**src/rtl/chien_pkg.sv**
```systemverilog
package chien_pkg;
  localparam int M_MAX = 14;
  // feedback terms below the top bit of each primitive polynomial
  localparam logic [M_MAX-1:0] FB_M13 = 14'h001B;
  localparam logic [M_MAX-1:0] FB_M14 = 14'h0443;

  localparam int OFF_STOP = 'h000;
  localparam int OFF_CFG  = 'h004;
  localparam int OFF_GO   = 'h008;
  localparam int OFF_STAT = 'h00C;
  localparam int OFF_SIG  = 'h040;
  localparam int OFF_LOC  = 'h100;

  // multiply by alpha^k in GF(2^13) (wide=0) or GF(2^14) (wide=1)
  function automatic logic [M_MAX-1:0] mul_apow(input logic [M_MAX-1:0] v_in,
                                                input int k, input logic wide);
    logic [M_MAX-1:0] v;
    logic fb;
    v = v_in;
    for (int i = 0; i < k; i++) begin
      fb = wide ? v[M_MAX-1] : v[M_MAX-2];
      v  = {v[M_MAX-2:0], 1'b0};
      if (!wide) v[M_MAX-1] = 1'b0;
      if (fb) v = v ^ (wide ? FB_M14 : FB_M13);
    end
    return v;
  endfunction
endpackage

```
**src/rtl/cl_term.sv**
```systemverilog
module cl_term
  import chien_pkg::*;
#(
  parameter int K = 0
) (
  input  logic             clk,
  input  logic             rst,
  input  logic             load,
  input  logic             step,
  input  logic             wide,
  input  logic [M_MAX-1:0] seed,
  output logic [M_MAX-1:0] val_q
);
  logic [M_MAX-1:0] src;
  logic [M_MAX-1:0] nxt;

  always_comb begin
    src = load ? seed : val_q;
    if (!wide) src[M_MAX-1] = 1'b0;
    nxt = mul_apow(src, K, wide);
  end

  always_ff @(posedge clk) begin
    if (rst) val_q <= '0;
    else if (load || step) val_q <= nxt;
  end
endmodule

```
**src/rtl/cl_locmem.sv**
```systemverilog
module cl_locmem #(
  parameter int DEPTH = 24,
  parameter int W     = 16,
  parameter int AW    = 5
) (
  input  logic          clk,
  input  logic          we,
  input  logic [AW-1:0] waddr,
  input  logic [W-1:0]  wdata,
  input  logic [AW-1:0] raddr,
  output logic [W-1:0]  rdata_q
);
  logic [W-1:0] mem [DEPTH];

  always_ff @(posedge clk) begin
    if (we) mem[waddr] <= wdata;
    rdata_q <= mem[raddr];
  end
endmodule

```
**src/rtl/chien_locator.sv**
```systemverilog
module chien_locator
  import chien_pkg::*;
#(
  parameter int ADDR_W = 9,
  parameter int LEN_W  = 16,
  parameter int T_MAX  = 24
) (
  input  logic              clk,
  input  logic              rst,
  input  logic              bus_wr,
  input  logic              bus_rd,
  input  logic [ADDR_W-1:0] bus_addr,
  input  logic [31:0]       bus_wdata,
  output logic [31:0]       bus_rdata
);
  localparam int NCOEF = T_MAX + 1;
  localparam int CNT_W = $clog2(T_MAX + 1);

  logic             wide_q;
  logic [CNT_W-1:0] deg_q;
  logic [M_MAX-1:0] sigma_q [NCOEF];
  logic [M_MAX-1:0] seed    [NCOEF];
  logic [M_MAX-1:0] term_v  [NCOEF];
  logic [LEN_W-1:0] len_q, pos_q;
  logic             busy_q, done_q;
  logic [CNT_W-1:0] cnt_q;
  logic [31:0]      rdata_q;
  logic             loc_sel_q, loc_ok_q;
  logic [LEN_W-1:0] mem_q;

  // address decode
  logic [ADDR_W-1:0] sig_off, loc_off;
  logic              sig_hit, loc_hit;
  logic [CNT_W-1:0]  sig_idx, loc_idx;
  logic              wr_stop, wr_cfg, wr_go, rd_stat;

  assign sig_off = bus_addr - ADDR_W'(OFF_SIG);
  assign loc_off = bus_addr - ADDR_W'(OFF_LOC);
  assign sig_hit = (bus_addr >= ADDR_W'(OFF_SIG)) && (sig_off[1:0] == 2'b00) &&
                   ((sig_off >> 2) < ADDR_W'(NCOEF));
  assign loc_hit = (bus_addr >= ADDR_W'(OFF_LOC)) && (loc_off[1:0] == 2'b00) &&
                   ((loc_off >> 2) < ADDR_W'(T_MAX));
  assign sig_idx = sig_off[2 +: CNT_W];
  assign loc_idx = loc_off[2 +: CNT_W];
  assign wr_stop = bus_wr && (bus_addr == ADDR_W'(OFF_STOP)) && bus_wdata[0];
  assign wr_cfg  = bus_wr && (bus_addr == ADDR_W'(OFF_CFG));
  assign wr_go   = bus_wr && (bus_addr == ADDR_W'(OFF_GO));
  assign rd_stat = bus_rd && (bus_addr == ADDR_W'(OFF_STAT));

  // search control
  logic [LEN_W-1:0] len_in;
  logic             start, start_run, start_zero, last, hit, store;
  logic [M_MAX-1:0] acc;

  assign len_in     = bus_wdata[LEN_W-1:0];
  assign start      = wr_go && !busy_q;
  assign start_run  = start && (len_in != '0);
  assign start_zero = start && (len_in == '0);
  assign last       = busy_q && (pos_q == len_q);
  assign hit        = busy_q && (acc == '0);
  assign store      = hit && (cnt_q < CNT_W'(T_MAX));

  always_comb begin
    acc = '0;
    for (int k = 0; k < NCOEF; k++) acc = acc ^ term_v[k];
  end

  // one evaluator register per coefficient
  for (genvar g = 0; g < NCOEF; g++) begin : g_term
    assign seed[g] = (CNT_W'(g) <= deg_q) ? sigma_q[g] : '0;
    cl_term #(.K(g)) u_term (
      .clk  (clk),
      .rst  (rst),
      .load (start_run),
      .step (busy_q && !wr_stop),
      .wide (wide_q),
      .seed (seed[g]),
      .val_q(term_v[g])
    );
  end

  cl_locmem #(.DEPTH(T_MAX), .W(LEN_W), .AW(CNT_W)) u_locmem (
    .clk    (clk),
    .we     (store),
    .waddr  (cnt_q),
    .wdata  (pos_q),
    .raddr  (loc_idx),
    .rdata_q(mem_q)
  );

  // configuration and coefficient registers
  always_ff @(posedge clk) begin
    if (rst) begin
      wide_q <= 1'b0;
      deg_q  <= '0;
      for (int k = 0; k < NCOEF; k++) sigma_q[k] <= '0;
    end else begin
      if (wr_cfg) begin
        wide_q <= bus_wdata[0];
        deg_q  <= bus_wdata[16 +: CNT_W];
      end
      for (int k = 0; k < NCOEF; k++)
        if (bus_wr && sig_hit && (sig_idx == CNT_W'(k))) sigma_q[k] <= bus_wdata[M_MAX-1:0];
    end
  end

  // scan state
  always_ff @(posedge clk) begin
    if (rst) begin
      len_q  <= '0;
      pos_q  <= '0;
      busy_q <= 1'b0;
      done_q <= 1'b0;
      cnt_q  <= '0;
    end else begin
      if (start) len_q <= len_in;
      if (wr_stop) begin
        busy_q <= 1'b0;
        done_q <= 1'b0;
        cnt_q  <= '0;
        pos_q  <= '0;
      end else if (start_run) begin
        busy_q <= 1'b1;
        done_q <= 1'b0;
        cnt_q  <= '0;
        pos_q  <= LEN_W'(1);
      end else if (start_zero) begin
        done_q <= 1'b1;
        cnt_q  <= '0;
      end else if (busy_q) begin
        pos_q <= pos_q + LEN_W'(1);
        if (store) cnt_q <= cnt_q + CNT_W'(1);
        if (last) begin
          busy_q <= 1'b0;
          done_q <= 1'b1;
        end
      end else if (rd_stat) begin
        done_q <= 1'b0;
      end
    end
  end

  // read path
  always_ff @(posedge clk) begin
    if (rst) begin
      rdata_q   <= '0;
      loc_sel_q <= 1'b0;
      loc_ok_q  <= 1'b0;
    end else if (bus_rd) begin
      loc_sel_q <= loc_hit;
      loc_ok_q  <= loc_hit && (loc_idx < cnt_q);
      rdata_q   <= rd_stat ? 32'({cnt_q, 7'b0, done_q}) : '0;
    end
  end

  assign bus_rdata = loc_sel_q ? (loc_ok_q ? 32'(mem_q) : '0) : rdata_q;

  logic unused_wbits;
  assign unused_wbits = ^bus_wdata;
endmodule

```
**config.mk**
```make
export PLATFORM = sky130hd
export DESIGN_NAME = chien_locator
export DESIGN_NICKNAME = d
export VERILOG_FILES = /design/src/rtl/chien_pkg.sv /design/src/rtl/cl_term.sv /design/src/rtl/cl_locmem.sv /design/src/rtl/chien_locator.sv
export SDC_FILE = /design/constraint.sdc
export NUM_CORES = 2
export LEC_CHECK = 0
export ABC_AREA = 1
export CAP_MARGIN = 20
export CORE_UTILIZATION = 64
export DETAILED_ROUTE_END_ITERATION = 7
export PLACE_DENSITY = 0.82
export SYNTH_ARGS = -nofsm -noshare
export SYNTH_HDL_FRONTEND = slang
export SYNTH_SLANG_ARGS = --single-unit
```
**constraint.sdc**
```tcl
create_clock -name clk -period 6.1 [get_ports clk]
set_input_delay 0.61 -clock clk [delete_from_list [all_inputs] [get_ports clk]]
set_output_delay 0.61 -clock clk [all_outputs]
set_load 0.01 [all_outputs]
```
# After elaboration in Yosys (flattened, before gate mapping)
# Memories as Yosys holds them, arrays and structs flattened. A register that Yosys moved wholly into a read port is not among the register bits.
# Index checks and enable logic that the tools add are counted.
[totals] word_cells=1589 latch_bits=0 ramBits=734 regBits=429 romBits=0 mem_count=2
[classes] n_div=0 shift=0 n_mul=0 n_eq_ne=31 reduce_logical=64 order_cmp=31 bitwise_logic=350 mux=1070 addsub=4
[mem_list] memory="u_locmem.mem" depth=24 width=16 read_ports=1 rd_ports_with_merged_regs=1 wr=1 line_no="cl_locmem.sv:13" rtl="logic [W-1:0] mem [DEPTH];"
[mem_list] memory="sigma_q" depth=25 width=14 read_ports=25 rd_ports_with_merged_regs=0 wr=25 line_no="chien_locator.sv:21" rtl="logic [M_MAX-1:0] sigma_q [NCOEF];"
[op_table] operator="two-way mux 14 bit" count=375
[op_table] operator="bitwise XOR 14 bit" count=303
[op_table] operator="two-way mux 1 bit" count=691
[op_table] operator="bitwise XOR 14 x 11 -> 14 bit" count=21
[op_table] operator="equality test 5 bit, second input constant" count=9
[op_table] operator="<= comparator 5 bit, first input constant" count=9
[op_table] operator="logical AND 1 bit" count=43
[op_table] operator="equality test 5 x 4 -> 1 bit, second input constant" count=8
[op_table] operator="<= comparator 4 x 5 -> 1 bit, first input constant" count=8
[op_table] operator="two-way mux 32 bit" count=1
[op_table] operator="bitwise OR 1 bit" count=25
[op_table] operator="equality test 5 x 3 -> 1 bit, second input constant" count=4
[op_table] operator="<= comparator 3 x 5 -> 1 bit, first input constant" count=4
[op_table] operator="equality test 9 x 4 -> 1 bit, second input constant" count=2
[op_table] operator="adder 16 x 1 -> 16 bit, second input constant" count=1
[op_table] operator="equality test 16 bit" count=1
[op_table] operator="zero test 16 bit" count=1
[op_table] operator="two-way mux 16 bit" count=1
[op_table] operator="nonzero test 16 bit" count=1
[op_table] operator="zero test 14 bit" count=1
[op_table] operator="less-than comparator 7 x 5 -> 1 bit, second input constant" count=2
[op_table] operator="two-way mux 13 bit" count=1
[op_table] operator="AND reduction 2 bit" count=6
[op_table] operator="two-way mux 11 bit" count=1
[op_table] operator="25 further kinds" count=31

# Longest topological paths before layout
[depth] word_depth=77 ltp_mapped=41 depth_no_buf=37

# By module
# Synthesis repeated with hierarchy kept, for this count alone.
[unflattened] hier_cells=12477 hier_area_um2=84119.4
[modules_own_cells] module="chien_locator" area_each_um2=22883.2 cells_each=2978 instances=1
[modules_own_cells] module="cl_locmem" area_each_um2=16548.4 cells_each=1483 instances=1
[modules_own_cells] module="cl_term (g_term[23].u_term)" area_each_um2=3208.1 cells_each=563 instances=1
[modules_own_cells] module="cl_term (g_term[24].u_term)" area_each_um2=3071.7 cells_each=613 instances=1
[modules_own_cells] module="cl_term (g_term[20].u_term)" area_each_um2=2738.9 cells_each=492 instances=1
[modules_own_cells] module="cl_term (g_term[21].u_term)" area_each_um2=2696.3 cells_each=487 instances=1
[modules_own_cells] module="cl_term (g_term[22].u_term)" area_each_um2=2646.3 cells_each=489 instances=1
[modules_own_cells] module="cl_term (g_term[18].u_term)" area_each_um2=2464.9 cells_each=454 instances=1
[modules_own_cells] module="cl_term (g_term[19].u_term)" area_each_um2=2433.6 cells_each=469 instances=1
[modules_own_cells] module="cl_term (g_term[17].u_term)" area_each_um2=2175.8 cells_each=404 instances=1
[modules_own_cells] module="cl_term (g_term[16].u_term)" area_each_um2=2145.8 cells_each=384 instances=1
[modules_own_cells] module="cl_term (g_term[15].u_term)" area_each_um2=2024.4 cells_each=375 instances=1
[modules_own_cells] module="cl_term (g_term[13].u_term)" area_each_um2=1909.3 cells_each=364 instances=1
[modules_own_cells] module="cl_term (g_term[12].u_term)" area_each_um2=1785.5 cells_each=312 instances=1
[modules_own_cells] module="13 more rows"

# Worst setup path after synthesis
# No wires, ideal clock.
[synth_timing] path_type="input to register" startpoint="in bus_addr[6]" endpoint="reg g_term[22].u_term.val_q[13]" arrival_time_ns=4.538 setup_ns=0.132 setup_slack_ns=1.430 stages=29 path_cell_list="clkbuf_1 -> inv_1 -> clkbuf_1 -> clkbuf_1 -> ha_1 -> inv_1 -> nor2_4 -> nand2_2 -> nor2_8 -> nand2_8 -> nor2_4 -> buf_6 -> nand2_1 -> nand2_1 -> xor2_1 -> inv_1 -> or2_2 -> nand3_1 -> nand2_1 -> nand2_1 -> o21ai_0 -> or2_2 -> nand2_1 -> ha_1 -> or2_2 -> nand2_1 -> nand2_1 -> nand3_1 -> a21oi_1"
[synth_between] elab_chain_cells=60
[synth_rtl] item="from (decl)" line_no="chien_locator.sv:12" rtl="input logic [ADDR_W-1:0] bus_addr,"
[synth_rtl] item="equality test 9 x 4 -> 1 bit" line_no="chien_locator.sv:47" rtl="assign wr_go = bus_wr && (bus_addr == ADDR_W'(OFF_GO));"
[synth_rtl] item="logical AND 1 bit" line_no="chien_locator.sv:47"
[synth_rtl] item="logical AND 1 bit" line_no="chien_locator.sv:56" rtl="assign start = wr_go && !busy_q;"
[synth_rtl] item="logical AND 1 bit" line_no="chien_locator.sv:57" rtl="assign start_run = start && (len_in != '0);"
[synth_rtl] item="two-way mux 14 bit" line_no="cl_term.sv:18" rtl="src = load ? seed : val_q;"
[synth_rtl] item="two-way mux 1 bit, or another cell as far along" line_no="chien_pkg.sv:23" rtl="if (!wide) v[M_MAX-1] = 1'b0;"
[synth_rtl] item="bitwise XOR 14 bit / two-way mux 14 bit (equally long branches)" line_no="chien_pkg.sv:24" rtl="if (fb) v = v ^ (wide ? FB_M14 : FB_M13);"
[synth_rtl] item="two-way mux 14 bit / two-way mux 1 bit (equally long branches)" line_no="chien_pkg.sv:24, chien_pkg.sv:23"
[synth_rtl] item="(+44 left out)"
[synth_rtl] item="two-way mux 14 bit / two-way mux 1 bit (equally long branches)" line_no="chien_pkg.sv:24, chien_pkg.sv:23"
[synth_rtl] item="two-way mux 1 bit / bitwise XOR 14 bit (equally long branches)" line_no="chien_pkg.sv:21, chien_pkg.sv:24"
[synth_rtl] item="two-way mux 14 bit" line_no="chien_pkg.sv:24"
[synth_rtl] item="bitwise XOR 14 bit, or another cell as far along" line_no="chien_pkg.sv:24"
[synth_rtl] item="two-way mux 14 bit / bitwise XOR 14 bit (equally long branches)" line_no="chien_pkg.sv:24"
[synth_rtl] item="two-way mux 1 bit / two-way mux 14 bit (equally long branches)" line_no="chien_pkg.sv:23, chien_pkg.sv:24"
[synth_rtl] item="bitwise XOR 14 bit / two-way mux 1 bit (equally long branches)" line_no="chien_pkg.sv:24, chien_pkg.sv:21"
[synth_rtl] item="two-way mux 14 bit" line_no="chien_pkg.sv:24"
[synth_rtl] item="to (signal assigned)" line_no="cl_term.sv:25" rtl="else if (load || step) val_q <= nxt;"
[synth_rtl] item="to (decl)" line_no="cl_term.sv:12" rtl="output logic [M_MAX-1:0] val_q"
# Several ways; a longest one is shown, not always the timed one.
# A chain may end at the register's enable or synchronous reset.

# Worst setup path in the final report
[layout_timing] startpoint="reg g_term[21].u_term.val_q[2]" endpoint="mem u_locmem.mem[9][12], enable pin"
[layout_between] elab_chain_cells=9
[layout_rtl] item="from (decl)" line_no="cl_term.sv:12"
[layout_rtl] item="from (signal assigned)" line_no="cl_term.sv:25"
[layout_rtl] item="bitwise XOR 14 bit (4 in a row)" line_no="chien_locator.sv:65" rtl="for (int k = 0; k < NCOEF; k++) acc = acc ^ term_v[k];"
[layout_rtl] item="zero test 14 bit" line_no="chien_locator.sv:60" rtl="assign hit = busy_q && (acc == '0);"
[layout_rtl] item="logical AND 1 bit" line_no="chien_locator.sv:60"
[layout_rtl] item="logical AND 1 bit" line_no="chien_locator.sv:61" rtl="assign store = hit && (cnt_q < CNT_W'(T_MAX));"
[layout_rtl] item="two-way mux 1 bit" line_no="cl_locmem.sv:16" rtl="if (we) mem[waddr] <= wdata;"
[layout_rtl] item="two-way mux 1 bit (not written as such)" line_no="cl_locmem.sv:16"
[layout_rtl] item="to (decl)" line_no="cl_locmem.sv:13"
# No other way between the ends.

==> impl_metrics.toml <==
[final_layout]
final_area_sq_mm = 0.07519
layout_commonest_cell = "nand2_1"
final_cell_mix = "nand2_1 (2308), inv_1 (876), edfxtp_1 (734)"
stdcell_count = 10310
nFillCells = 8590
area_delta_synth_final_pct = 8.117
nets = 8860
final_core_util = 0.7004
drive_above_1_share = 0.05237

[logic_synthesis]
synthCells = 8915
synth_edf_count = 734
syn_avg_cell_area_sq_um = 7.801
synth_ff_type = "edfxtp_1"
synth_seq_cells = 1153
synthesis.area_sq_mm = 0.06955
ys_seq_area_frac = 0.4375
async_reset_ff_frac = 0
synth_warnings = 0
synth_cell_types = 76

[worst_setup_path]
crit_path_start_kind = "flop"
worstPathArrival_ns = 5.84
required_ns = 6.47
slowest_stage = "xnor2_1"
critPathMaxFanout = 16
crit_chain = "xnor2_1, xnor2_1, xnor2_1, xnor2_1, xnor2_1, o2111ai_1, a221oi_1, nand2_1, nor2_1, nand2_1, inv_1, nand2_1, nor2_1, buf_4"
cp_common_cell = "xnor2_1"
rr_startpoint = "g_term[21].u_term.val_q[2]$_SDFFE_PP0P_"
rrSetupSlack_ns = 0.63
max_stage_delay_ns = 0.70
path_class = "reg2reg"
rr_endpoint = "u_locmem.mem[9][12]$_DFFE_PP_"
critPathCaptureType = "flop"
reg2reg_depth = 14

[routing]
vias = 62580
wire_per_inst_um = 21.59
wirelength_um = 222500
post-route-drc-count = 0
routed_via_density = 6.072
ant_nets = 0
first_pass_iters = 7
initialDrtViolationCount = 8229

[pwr]
vdd_drop_max_v = 0.0003295
power_mw = 16.38
p_leak_nw = 31.24
p_per_area_mw_per_mm2 = 217.9

[worst_hold_path]
holdPathStages = 2
hold_path_startpoint = "rst"
holdCritPathClass = "in2reg"
min_to = "rdata_q[11]$_SDFFE_PP0P_"

[clock_tree]
cts_tree = "built"
path_clk_slew_ns = 0.07
cts_made_buffers = 115
worstSkewPairLatency_ns = 0.80
ctsResizeCount = 0
htreeDepth = 3
clkSinkCount = 1153
postCtsSetupBuffers = 0
clk_path_buf_depth = 3
cts-root-buf = "clkbuf_16"
ctsHoldBuffers = 0

[sta]
final-setup-viol-count = 0
period_share = 0.8971
slew_headroom = 0.2061
skew_ns = 0.1270
rsz0062_at_grt = "no"
finalHoldViolCount = 0
tightest_slew_ns = 1.184
drv_slew = 0
tns_ns = 0
fin_crit_ns = 5.472
fmax_ghz = 0.1827

[floorplan]
core_sq_mm = 0.1074
io_pins = 77
die_w_um = 331.7
rows = 120
dieHeight_um = 331.7
start_util = 0.6478
dieArea_sq_mm = 0.1100

[placement]
place_hpwl_um = 152300
dp.cells = 10080
gp_congestion = 1.022
placed_area_sq_mm = 0.07110
numPortBuffers = 49

[outcome]
status = "complete, no violations"

[global_route]
grt_max_degree = 188
antenna_found_initial = 6
grt_use_total = 0.3950
grt_overflow_total = 0
grt_pass1_wl_um = 335600
grt_pass1_vias = 57730

[job]
cap_viol_max_count = 0
==> registers in the layout, indices dropped and copies added (netlist names) <==
signal and flops:
pos_q 16, sigma_q 350, wide_q 1, u_locmem.rdata_q 16, loc_sel_q 1, g_term.u_term.val_q 350, len_q 16, cnt_q 5
loc_ok_q 1, busy_q 1, done_q 1, rdata_q 6, deg_q 5, u_locmem.mem 384
==> cell type report <==
type / instances / area [sq um] / share of cell area
Timing Repair Buffer: 187 / 1794 / 0.02386
Clock buffer: 156 / 3258 / 0.04333
Clock inverter: 63 / 660.6 / 0.008786
Multi-Input combinational cell: 6419 / 33790 / 0.4494
Sequential cell: 1153 / 30430 / 0.4047
Inverter: 921 / 3490 / 0.04641
Tap cell: 1403 / 1755 / 0.02335
Antenna cell: 4 / 10.01 / 0.0001331
==> kinds of logic after synthesis <==
| kind of cell | share of synthesized area |
|---|---|
| multiplexers | 0.0004498 |
| AND/OR/NAND/NOR | 0.2267 |
| buffers and inverters | 0.07820 |
| adder cells (fa/ha/maj) | 0.003238 |
| XOR/XNOR | 0.1117 |
| other | 0.00005392 |
| flip-flops | 0.4375 |
| AO/OA/AOI/OAI | 0.1421 |
==> power by group <==
group / internal, mW / switching (mW) / total, mW / leakage [nW]
Combinational: 0.171 / 0.507 / 0.678 / 19.1
Sequential: 8.40 / 0.0513 / 8.45 / 10.2
Clock: 4.04 / 3.22 / 7.26 / 1.90
Total: 12.6 / 3.78 / 16.4 / 31.2
==> Yosys cell counts (17+ instances only) <==
| master | instances | share of area |
|---|---|---|
| edfxtp_1 | 734 | 0.32 |
| buf_2 | 93 | 0.0067 |
| dfxtp_1 | 419 | 0.12 |
| nand4_1 | 48 | 0.0043 |
| clkinv_1 | 19 | 0.0010 |
| o21ai_1 | 137 | 0.0099 |
| nand2_1 | 2309 | 0.12 |
| nand3_1 | 625 | 0.045 |
| or2_2 | 45 | 0.0040 |
| xor2_1 | 481 | 0.061 |
| or2_1 | 18 | 0.0016 |
| o22ai_1 | 31 | 0.0028 |
| o21bai_1 | 58 | 0.0063 |
| ha_1 | 18 | 0.0032 |
| buf_4 | 30 | 0.0032 |
| nand3b_1 | 28 | 0.0030 |
| nor3_1 | 26 | 0.0019 |
| o21ai_0 | 592 | 0.043 |
| a21oi_1 | 359 | 0.026 |
| a22o_1 | 23 | 0.0029 |
| o221ai_1 | 31 | 0.0039 |
| a22oi_1 | 214 | 0.023 |
| o211ai_1 | 84 | 0.0091 |
| inv_2 | 24 | 0.0013 |
| buf_1 | 69 | 0.0037 |
| nor2_1 | 706 | 0.038 |
| clkbuf_1 | 231 | 0.012 |
| inv_1 | 876 | 0.047 |
| xnor2_1 | 395 | 0.050 |
| a21boi_0 | 17 | 0.0018 |
==> stage by stage <==
stage          hold WS [ns]  worst slack, ns
6_report             0.2358           0.6275
5_1_grt              0.2470           0.6695
4_1_cts              0.2281            1.168
3_5_place_dp         0.4604           0.6522
3_3_place_gp         0.4518           0.7368
2_1_floorplan        0.4391            1.430
==> critical path: cells and delay by family, from the launching register on <==
kind	cells	cell delay, ns
buffers and inverters	2	0.52
DFF	1	0.38
AOI/OAI and AO/OA	2	0.83
xor gates and xnor gates	5	2.21
and+or+nand+nor	5	1.20
==> routing by layer <==
metal | global-route usage | share of wire | vias to the layer above
li1 | - | - | 29230
met1 | 0.5193 | 0.38 | 29020
met2 | 0.6172 | 0.44 | 3685
met3 | 0.07683 | 0.11 | 645
met4 | 0.2131 | 0.059 | 0
met5 | 0 | 0 | -
==> how the worst max path moves through the flow <==
stage,start,endpoint,slack [ns],cells past startpoint
4_1_cts,g_term[21].u_term.val_q[2]$_SDFFE_PP0P_,u_locmem.mem[9][12]$_DFFE_PP_,1.17,14
3_5_place_dp,bus_addr[3],g_term[19].u_term.val_q[5]$_SDFFE_PP0P_,0.65,28
3_3_place_gp,bus_addr[3],g_term[24].u_term.val_q[3]$_SDFFE_PP0P_,0.74,30
6_report,g_term[21].u_term.val_q[2]$_SDFFE_PP0P_,u_locmem.mem[9][12]$_DFFE_PP_,0.63,14
2_1_floorplan,bus_addr[6],g_term[22].u_term.val_q[13]$_SDFFE_PP0P_,1.43,29
5_1_grt,g_term[21].u_term.val_q[2]$_SDFFE_PP0P_,u_locmem.mem[12][4]$_DFFE_PP_,0.67,14
Power figures use the tool's default switching activity.
